File: config.mk
export PLATFORM = sky130hd
export DESIGN_NAME = keyed_watchdog
export DESIGN_NICKNAME = d
export VERILOG_FILES = /design/src/rtl/wdt_pkg.sv /design/src/rtl/wdt_regs.sv /design/src/rtl/wdt_prescale.sv /design/src/rtl/wdt_counter.sv /design/src/rtl/wdt_pulse.sv /design/src/rtl/keyed_watchdog.sv
export SDC_FILE = /design/constraint.sdc
export NUM_CORES = 1
export LEC_CHECK = 0
export BUFFER_PORTS_ARGS = -buffer_cell sky130_fd_sc_hd__buf_4
export CAP_MARGIN = 5
export CORE_MARGIN = 2
export CORE_UTILIZATION = 52
export CTS_CLUSTER_DIAMETER = 150
export DETAILED_ROUTE_END_ITERATION = 10
export PLACE_DENSITY = 0.77
export SLEW_MARGIN = 20
export SYNTH_ARGS = -nofsm -noshare
export SYNTH_HDL_FRONTEND = slang
export SYNTH_SLANG_ARGS = --single-unit
File: constraint.sdc
create_clock -name clk -period 3.1 [get_ports clk]
set_clock_uncertainty 0.05 [all_clocks]
set_input_delay 0.93 -clock clk [delete_from_list [all_inputs] [get_ports clk]]
set_output_delay 0.93 -clock clk [all_outputs]
set_load 0.1 [all_outputs]
File: src/rtl/wdt_pkg.sv
package wdt_pkg;
  typedef enum logic [1:0] {
    A_MODE    = 2'd0,
    A_CTRL    = 2'd1,
    A_RESTART = 2'd2,
    A_STATUS  = 2'd3
  } reg_addr_e;

  localparam int          MODE_KEY_LSB = 12;
  localparam int          MODE_KEY_W   = 12;
  localparam logic [11:0] MODE_KEY     = 12'hABC;
  localparam int          CTRL_KEY_LSB = 20;
  localparam int          CTRL_KEY_W   = 6;
  localparam logic [5:0]  CTRL_KEY     = 6'h24;
  localparam logic [31:0] RESTART_WORD = 32'h0000_1999;

  localparam int MODE_FIELD_W = 7;
  localparam int PSEL_W       = 2;
  localparam int WSEL_W       = 2;
endpackage

File: src/rtl/wdt_regs.sv
module wdt_regs
  import wdt_pkg::*;
#(
  parameter int DATA_W   = 32,
  parameter int RELOAD_W = 12
) (
  input  logic                clk,
  input  logic                rst,
  input  logic                wr_en,
  input  logic [1:0]          addr,
  input  logic [DATA_W-1:0]   wr_data,
  input  logic                expired,
  output logic                en,
  output logic                rst_en,
  output logic                irq_en,
  output logic [WSEL_W-1:0]   rst_wsel,
  output logic [WSEL_W-1:0]   irq_wsel,
  output logic [PSEL_W-1:0]   psel,
  output logic [RELOAD_W-1:0] reload,
  output logic                ext_sel,
  output logic                restart_stb,
  output logic [DATA_W-1:0]   rd_data
);
  localparam int CTRL_FIELD_W = PSEL_W + RELOAD_W + 1;

  logic mode_hit, ctrl_hit;
  logic [MODE_FIELD_W-1:0] mode_q;
  logic [CTRL_FIELD_W-1:0] ctrl_q;

  assign mode_hit = wr_en && (addr == A_MODE) &&
    (wr_data[MODE_KEY_LSB +: MODE_KEY_W] == MODE_KEY);
  assign ctrl_hit = wr_en && (addr == A_CTRL) &&
    (wr_data[CTRL_KEY_LSB +: CTRL_KEY_W] == CTRL_KEY);
  assign restart_stb = wr_en && (addr == A_RESTART) &&
    (wr_data == DATA_W'(RESTART_WORD));

  always_ff @(posedge clk) begin
    if (rst) begin
      mode_q <= '0;
      ctrl_q <= '0;
    end else begin
      if (mode_hit) mode_q <= wr_data[MODE_FIELD_W-1:0];
      if (ctrl_hit) ctrl_q <= wr_data[CTRL_FIELD_W-1:0];
    end
  end

  assign en       = mode_q[0];
  assign rst_en   = mode_q[1];
  assign irq_en   = mode_q[2];
  assign rst_wsel = mode_q[3 +: WSEL_W];
  assign irq_wsel = mode_q[3 + WSEL_W +: WSEL_W];
  assign psel     = ctrl_q[PSEL_W-1:0];
  assign reload   = ctrl_q[PSEL_W +: RELOAD_W];
  assign ext_sel  = ctrl_q[CTRL_FIELD_W-1];

  always_ff @(posedge clk) begin
    if (rst) begin
      rd_data <= '0;
    end else begin
      unique case (reg_addr_e'(addr))
        A_MODE:    rd_data <= DATA_W'(mode_q);
        A_CTRL:    rd_data <= DATA_W'(ctrl_q);
        A_RESTART: rd_data <= '0;
        A_STATUS:  rd_data <= DATA_W'(expired);
        default:   rd_data <= '0;
      endcase
    end
  end
endmodule

File: src/rtl/wdt_prescale.sv
module wdt_prescale
  import wdt_pkg::*;
#(
  parameter int BASE_SHIFT = 3,
  parameter int STEP_SHIFT = 3
) (
  input  logic              clk,
  input  logic              rst,
  input  logic              run,
  input  logic              clear,
  input  logic              int_tick,
  input  logic              ext_tick,
  input  logic              ext_sel,
  input  logic [PSEL_W-1:0] psel,
  output logic              step
);
  localparam int PRE_W = BASE_SHIFT + STEP_SHIFT * ((1 << PSEL_W) - 1);

  logic [PRE_W-1:0] pre_q;
  logic [PRE_W-1:0] limit;
  logic [PRE_W:0]   span;
  logic             tick;

  always_comb begin
    span  = (PRE_W+1)'(1) << (BASE_SHIFT + STEP_SHIFT * int'(psel));
    limit = PRE_W'(span - 1'b1);
  end

  assign tick = ext_sel ? ext_tick : int_tick;
  assign step = run && !clear && tick && (pre_q >= limit);

  always_ff @(posedge clk) begin
    if (rst || clear || !run) begin
      pre_q <= '0;
    end else if (tick) begin
      pre_q <= step ? '0 : pre_q + 1'b1;
    end
  end
endmodule

File: src/rtl/wdt_counter.sv
module wdt_counter #(
  parameter int CNT_W    = 24,
  parameter int RELOAD_W = 12
) (
  input  logic                clk,
  input  logic                rst,
  input  logic                en,
  input  logic                restart,
  input  logic                step,
  input  logic [RELOAD_W-1:0] reload,
  output logic                expire_evt,
  output logic                expired
);
  localparam int LOW_W = CNT_W - RELOAD_W;

  logic [CNT_W-1:0] cnt_q;
  logic [CNT_W-1:0] reload_val;

  assign reload_val = {reload, {LOW_W{1'b1}}};
  assign expire_evt = en && !restart && step && (cnt_q == '0);

  always_ff @(posedge clk) begin
    if (rst) begin
      cnt_q   <= '0;
      expired <= 1'b0;
    end else if (!en || restart) begin
      cnt_q   <= reload_val;
      expired <= 1'b0;
    end else if (step) begin
      if (cnt_q == '0) begin
        cnt_q   <= reload_val;
        expired <= 1'b1;
      end else begin
        cnt_q <= cnt_q - 1'b1;
      end
    end
  end
endmodule

File: src/rtl/wdt_pulse.sv
module wdt_pulse #(
  parameter int SEL_W  = 2,
  parameter int BASE_W = 4
) (
  input  logic             clk,
  input  logic             rst,
  input  logic             fire,
  input  logic [SEL_W-1:0] wsel,
  output logic             pulse
);
  localparam int MAX_W = BASE_W << ((1 << SEL_W) - 1);
  localparam int LEN_W = $clog2(MAX_W);

  logic [LEN_W-1:0] left_q;

  always_ff @(posedge clk) begin
    if (rst) begin
      pulse  <= 1'b0;
      left_q <= '0;
    end else if (fire) begin
      pulse  <= 1'b1;
      left_q <= LEN_W'((BASE_W << wsel) - 1);
    end else if (pulse) begin
      if (left_q == '0) pulse <= 1'b0;
      else              left_q <= left_q - 1'b1;
    end
  end
endmodule

File: src/rtl/keyed_watchdog.sv
module keyed_watchdog
  import wdt_pkg::*;
#(
  parameter int DATA_W     = 32,
  parameter int CNT_W      = 24,
  parameter int RELOAD_W   = 12,
  parameter int BASE_SHIFT = 3,
  parameter int STEP_SHIFT = 3,
  parameter int MIN_PULSE  = 4
) (
  input  logic              clk,
  input  logic              rst,
  input  logic              wr_en,
  input  logic [1:0]        addr,
  input  logic [DATA_W-1:0] wr_data,
  output logic [DATA_W-1:0] rd_data,
  input  logic              int_tick,
  input  logic              ext_tick,
  output logic              expired,
  output logic              rst_out,
  output logic              irq_out
);
  localparam int NCH = 2;

  logic en_w, rst_en_w, irq_en_w, ext_sel_w, restart_stb, step_w, expire_evt;
  logic [WSEL_W-1:0]   rst_wsel_w, irq_wsel_w;
  logic [PSEL_W-1:0]   psel_w;
  logic [RELOAD_W-1:0] reload_w;
  logic [NCH-1:0]      ch_fire, ch_out;
  logic [WSEL_W-1:0]   ch_wsel [NCH];

  wdt_regs #(.DATA_W(DATA_W), .RELOAD_W(RELOAD_W)) u_regs (
    .clk(clk), .rst(rst), .wr_en(wr_en), .addr(addr), .wr_data(wr_data),
    .expired(expired), .en(en_w), .rst_en(rst_en_w), .irq_en(irq_en_w),
    .rst_wsel(rst_wsel_w), .irq_wsel(irq_wsel_w), .psel(psel_w),
    .reload(reload_w), .ext_sel(ext_sel_w), .restart_stb(restart_stb),
    .rd_data(rd_data)
  );

  wdt_prescale #(.BASE_SHIFT(BASE_SHIFT), .STEP_SHIFT(STEP_SHIFT)) u_pre (
    .clk(clk), .rst(rst), .run(en_w), .clear(restart_stb),
    .int_tick(int_tick), .ext_tick(ext_tick), .ext_sel(ext_sel_w),
    .psel(psel_w), .step(step_w)
  );

  wdt_counter #(.CNT_W(CNT_W), .RELOAD_W(RELOAD_W)) u_cnt (
    .clk(clk), .rst(rst), .en(en_w), .restart(restart_stb), .step(step_w),
    .reload(reload_w), .expire_evt(expire_evt), .expired(expired)
  );

  assign ch_fire    = {expire_evt && irq_en_w, expire_evt && rst_en_w};
  assign ch_wsel[0] = rst_wsel_w;
  assign ch_wsel[1] = irq_wsel_w;

  for (genvar c = 0; c < NCH; c++) begin : g_pulse
    wdt_pulse #(.SEL_W(WSEL_W), .BASE_W(MIN_PULSE)) u_pulse (
      .clk(clk), .rst(rst), .fire(ch_fire[c]), .wsel(ch_wsel[c]),
      .pulse(ch_out[c])
    );
  end

  assign rst_out = ch_out[0];
  assign irq_out = ch_out[1];
endmodule

**Yosys cells after proc, flatten, opt, wreduce, memory -nomap -nowiden**

Cells that the tools add are included.

- $add $sub $neg: 8
- Multipliers: 1
- $lt $le $gt $ge: 1
- Equality and inequality tests: 8
- Shift-type cells: 3
- Multiplexer cells: 18
- Reductions and logical operators: 29

Operators with widths:

| cell | number |
|---|---|
| $pmux 32 s4 | 1 |
| $mux 24 | 3 |
| $add 3x32->32 const A | 1 |
| $eq 32x13->1 const B | 1 |
| $shl 1x32->12 const A | 1 |
| $mux 5 | 6 |
| $logic_not 24->1 | 1 |
| $sub 24x1->24 const B | 1 |
| $logic_and 1x1->1 | 13 |
| $add 12x1->12 const B | 1 |
| $eq 12x12->1 const B | 1 |
| $ge 12x12->1 | 1 |
| $mux 12 | 1 |
| $sub 12x1->12 const B | 1 |
| $logic_not 5->1 | 2 |
| $shl 3x2->5 const A | 2 |
| $sub 5x1->5 const B | 2 |
| $sub 5x2->5 const B | 2 |
| $mux 1 | 7 |
| $eq 6x6->1 const B | 1 |
| $reduce_and 2->1 | 3 |
| $reduce_bool 2->1 | 3 |
| $eq 2x2->1 const B | 2 |
| $mul 2x2->4 const A | 1 |
| other kinds (6) | 10 |

- Bits in registers: 103
- Input port bits: 39
- Logic and storage cells: 78

**Depth between registers and ports, before layout**

- Depth in word-level cells: 12
- Gate-level depth with buffers: 19
- Mapped depth without buffers: 16

**By module**

From an unflattened synthesis, not the netlist that was laid out.

- Cells, all modules: 523
- Area total of the unflattened synthesis: 4,693.3 µm²

Modules (own cells, without submodules):

| module | times used | cells an instance | area an instance (µm²) | sequential area each (µm²) |
|---|---|---|---|---|
| wdt_regs | 1 | 169 | 1,710.4 | 740.7 |
| wdt_counter | 1 | 190 | 1,506.4 | 500.5 |
| wdt_prescale | 1 | 96 | 860.8 | 240.2 |
| wdt_pulse | 2 | 33 | 301.5 | 120.1 |
| keyed_watchdog | 1 | 2 | 12.5 | 0.0 |

**Worst setup path after synthesis**

No wires, ideal clock.

- Path kind: flip-flop to flip-flop
- From: register u_regs.ctrl_q[1]
- To: register g_pulse[1].u_pulse.left_q[4]
- Library setup time: 65 ps
- Arrival: 3,155 ps
- Data required time: 2,985 ps
- Path slack: -170 ps
- Stages on the path, launching flop included: 16
- Buffers on the path: 1
- Period minus slack after synthesis: 3,270 ps
- Cells stage by stage: dfxtp_1 clkbuf_1 inv_1 nor2_1 ha_1 nor2_1 nand2_1 ha_1 xor2_1 ha_1 o21a_1 nor2_1 o311a_2 nor4_4 mux2_2 nor2_1

- Longest elaborated chain between the ends: 11

RTL lines:

| element | line | RTL |
|---|---|---|
| start: declaration | wdt_regs.sv:28 | `logic [CTRL_FIELD_W-1:0] ctrl_q;` |
| start signal: assignment | wdt_regs.sv:43 | `if (ctrl_hit) ctrl_q <= wr_data[CTRL_FIELD_W-1:0];` |
| $mul 2x2->4 * | wdt_prescale.sv:25 | `span = (PRE_W+1)'(1) << (BASE_SHIFT + STEP_SHIFT * int'(psel));` |
| $add 3x32->32 * | wdt_prescale.sv:25 |  |
| $shl 1x32->12 * | wdt_prescale.sv:25 |  |
| $sub 12x1->12 * | wdt_prescale.sv:26 | `limit = PRE_W'(span - 1'b1);` |
| $ge 12x12->1 * | wdt_prescale.sv:30 | `assign step = run && !clear && tick && (pre_q >= limit);` |
| $logic_and 1x1->1 * | wdt_prescale.sv:30 |  |
| $logic_and 1x1->1 * (2 in series) | wdt_counter.sv:20 | `assign expire_evt = en && !restart && step && (cnt_q == '0);` |
| $logic_and 1x1->1 * | keyed_watchdog.sv:51 | `assign ch_fire = {expire_evt && irq_en_w, expire_evt && rst_en_w};` |
| $ne 2x1->1 (no line) or $reduce_bool 2->1 (tied branches) | - |  |
| $reduce_and 2->1 (no line) | - |  |
| end signal: assignment | wdt_pulse.sv:22 | `left_q <= LEN_W'((BASE_W << wsel) - 1);` |
| end signal: assignment | wdt_pulse.sv:25 | `else left_q <= left_q - 1'b1;` |
| end: declaration | wdt_pulse.sv:14 | `logic [LEN_W-1:0] left_q;` |

Every way passes the cells marked *; elsewhere a longest branch is shown, timed or not.
A chain may end at the register's enable or synchronous reset.

**Worst setup path after layout**

- From: register u_regs.ctrl_q[1]
- To: register u_cnt.cnt_q[1]

- Longest elaborated chain between the ends: 7

RTL lines:

| element | line | RTL |
|---|---|---|
| $mul 2x2->4 | wdt_prescale.sv:25 |  |
| $add 3x32->32 | wdt_prescale.sv:25 |  |
| $shl 1x32->12 | wdt_prescale.sv:25 |  |
| $sub 12x1->12 | wdt_prescale.sv:26 |  |
| $ge 12x12->1 | wdt_prescale.sv:30 |  |
| $logic_and 1x1->1 | wdt_prescale.sv:30 |  |
| $reduce_bool 2->1 (no line) | - |  |
| end signal: assignment | wdt_counter.sv:27 | `cnt_q <= reload_val;` |
| end signal: assignment | wdt_counter.sv:31 | `cnt_q <= reload_val;` |
| end signal: assignment | wdt_counter.sv:34 | `cnt_q <= cnt_q - 1'b1;` |
| end: declaration | wdt_counter.sv:16 | `logic [CNT_W-1:0] cnt_q;` |

No other way between the ends.

==> flow_summary_export.csv <==
group,metric,value,unit
run_status,outcome,"finished with violations",
run_status,failed_checks,"setup timing",
yosys,synth.top_cell.area_share,35.6,%
detailed_routing,drtAntennaViolNets,0,
layout,drive_above_1_share,30.9,%
placed_design,dpl.hpwl,8.61,mm
floorplan,die_height,100,um
global_route,met1_usage,30.7,%
yosys,ys_seq_elements,86,
clocking,path_clk_slew,0.10,ns
yosys,ys_warn_count,0,
yosys,synthCells,538,
worst_hold_path,min_path_type,"reg -> reg",
floorplan,ios,74,
power,power.internal,1.64,mW
power,p_per_area,367,mW/mm^2
detailed_routing,via_count,4387,
global_route,antenna_found_initial,0,
floorplan,die-area,0.0101,sq mm
floorplan,core-area,0.00911,sq mm
timing,finalHoldViolations,0,
yosys,synthTopCellsByArea,"dfxtp_1, mux2i_1, ha_1, nor2_1, a21oi_1",
run,drv_cap,0,
yosys,ys_seq_area_share,35.6,%
critical_path,cp.arrival,3.42,ns
floorplan,die_width,100,um
clocking,clk_path_buf_depth,2,
yosys,yosysMostFrequentCell,"dfxtp_1",
layout,fillers,660,
global_route,grt-busiest-layer,"met2",
critical_path,path_class,"reg -> reg",
clocking,tritoncts,"built",
floorplan,num_rows,35,
layout,seq_area,0.00173,sq mm
power,fin_total_pwr,2.27,mW
detailed_routing,firstDrtPassIters,5,
timing,rsz0062_at_grt,"yes",
timing,clock.fmax,314,MHz
clocking,worst_skew_pair.late_latency,0.37,ns
global_route,grt_util_met3,4.04,%
global_route,grt_use_total,23.8,%
yosys,synth.distinct_cells,64,
power,p_sw,0.630,mW
power,sw_frac_of_total,27.8,%
yosys,async_reset_ff_share,0,%
global_route,grt_max_degree,43,
critical_path,critPathRequiredTime,3.34,ns
power,ir_worst_vdd,195,uV
timing,worstMarginPinSlew,1.15,ns
clocking,numCtsBuffers,9,
yosys,synthTopCellsByCount,"dfxtp_1, nor2_1, a21oi_1, mux2i_1, inv_1",
yosys,synth_top_cell_by_area,"dfxtp_1",
timing,layout_min_cycle_time,3.18,ns
placed_design,dp_cells,720,
global_route,grt_pass1_vias,3991,
power,seqPwrFrac,49.6,%
power,combinationalPowerShare,9.6,%
detailed_routing,drc_errors,0,
timing,fin_crit_sh,103,%
detailed_routing,viasPerCell,5.83,
yosys,synth_area_per_cell,8.98,sq um
layout,area_delta_synth_final,27.7,%
critical_path,cp-end-kind,"flop",
detailed_routing,wl,12.6,mm
power,power.share.clock,40.7,%
timing,layout_setup_ws,-0.0798,ns
layout,nets,697,
global_route,grt_pass1_wl,19.2,mm
clocking,cts_root_buf,"clkbuf_8",
placed_design,port_buffers,56,
layout,num_antenna_cells,0,
critical_path,worstPathMaxFanout,6,
layout,multi_input_area,0.00307,sq mm
yosys,synth_edf_count,0,
global_route,grt_overflow,0,
placed_design,routabilityCongestion,0.913,
timing,setup_viol,22,
power,p_leak,2.43,nW
clocking,postCtsHoldBufs,0,
detailed_routing,wl_per_cell,16.8,um
clocking,htree_levels,3,
yosys,synthesis.area,0.00483,sq mm
critical_path,cp-start-kind,"flop",
placed_design,place_ws,-0.153,ns
clocking,cts_sinks,86,
global_route,gr-usage-met2,39.4,%
yosys,synth_top_flop_cell,"dfxtp_1",
timing,maxSlewViolCount,0,
timing,relSlewSlack,22.1,%
layout,layout.cells.non_filler,752,
detailed_routing,first_iter_violations,263,
floorplan,start_util,53.0,%
-- path summary, 6_finish.rpt --
kind | start | end | slack, ns | cells past startpoint
max | u_regs.ctrl_q[1] | u_cnt.cnt_q[1] | -0.08 | 16
min | u_regs.ctrl_q[8] | u_regs.rd_data[8] | 0.46 | 1
max reg2reg | u_regs.ctrl_q[1] | u_cnt.cnt_q[1] | -0.08 | 16
min reg2reg | u_regs.ctrl_q[8] | u_regs.rd_data[8] | 0.46 | 1
-- cell families (layout without fill, tap and decap cells) --
kind of cell | after synthesis | in the layout | synth area share (%)
buf+inv | 71 | 157 | 8.13
compound gates | 91 | 92 | 13.9
mux | 40 | 40 | 8.34
simple gates | 208 | 208 | 24.8
flops | 86 | 86 | 35.6
fa+ha+maj | 22 | 22 | 5.70
xor+xnor | 19 | 19 | 3.44
other cells | 1 | 17 | 0.0776
-- critical path: stages (launching register included) --
cell	delay (ns)
dfxtp_4	0.40
inv_4	0.04
nor2_4	0.15
ha_4	0.23
nor2_4	0.12
nand2_2	0.09
ha_4	0.17
xor2_2	0.14
ha_1	0.29
o21a_1	0.14
nor2_2	0.04
o311a_4	0.41
buf_4	0.15
o21bai_4	0.21
buf_4	0.17
nor2_1	0.04
a311oi_2	0.24
-- per-stage QoR --
step / area (sq um) / TNS (ns) / hold slack, ns / util [%]
after global routing: 6170 / -5.51 / 0.474 / 67.7
after global placement: 5540 / -0.0231 / 0.430 / 60.9
after floorplan: 4920 / 0 / 0.413 / -
after detailed placement: 5540 / -3.54 / 0.446 / 60.9
final: 6170 / -0.874 / 0.463 / 67.7
after CTS: 5890 / -0.220 / 0.457 / 64.6
-- power groups by stage --
stage | logic (mW) | registers, mW | clock network [mW]
after global placement | 0.206 | 1.15 | 0
after CTS | 0.209 | 1.12 | 0.919
final | 0.219 | 1.12 | 0.922
after detailed placement | 0.209 | 1.15 | 0
after floorplan | 0.164 | 1.15 | 0
after global routing | 0.230 | 1.13 | 0.961
-- layer usage --
| layer | vias up | wire (um) |
|---|---|---|
| met5 | - | 0 |
| met4 | 0 | 416 |
| met3 | 44 | 774 |
| met2 | 176 | 5990 |
| met1 | 2077 | 5450 |
| li1 | 2090 | - |
-- state kept, by name (all words and copies together), names as in the netlist --
| signal | flops |
|---|---|
| g_pulse.u_pulse.pulse | 2 |
| u_cnt.cnt_q | 24 |
| u_regs.ctrl_q | 15 |
| u_regs.rd_data | 15 |
| u_pre.pre_q | 12 |
| u_regs.mode_q | 7 |
| g_pulse.u_pulse.left_q | 10 |
| u_cnt.expired | 1 |
-- area by class of cell --
cell class | count | area share (%)
Timing Repair Buffer | 110 | 14.3
Sequential cell | 86 | 28.0
Tap cell | 111 | 2.25
Clock inverter | 7 | 1.66
Inverter | 31 | 1.97
Clock buffer | 9 | 2.01
Multi-Input combinational cell | 398 | 49.7
-- repair_timing --
item,4_1_cts,5_1_grt
pin swaps,16,24
resized for setup,16,40
setup buffers,6,8
cloned,0,2
setup endpoints to repair,46,45
-- cell usage in the layout, fill, tap and decap left out, types with 7 or more instances in the layout --
cell,instances
a21oi_1,34
and3_1,10
buf_4,102
clkbuf_8,9
conb_1,17
dfxtp_1,84
ha_1,18
inv_1,29
mux2i_1,38
nand2_1,23
nand3_1,11
nand4_1,13
nor2_1,64
nor3_1,11
nor4_1,11
o21a_1,7
o32ai_2,7
or3_1,7
xnor2_1,9
xor2_1,9
No activity file was read; power rests on OpenSTA's default activity.
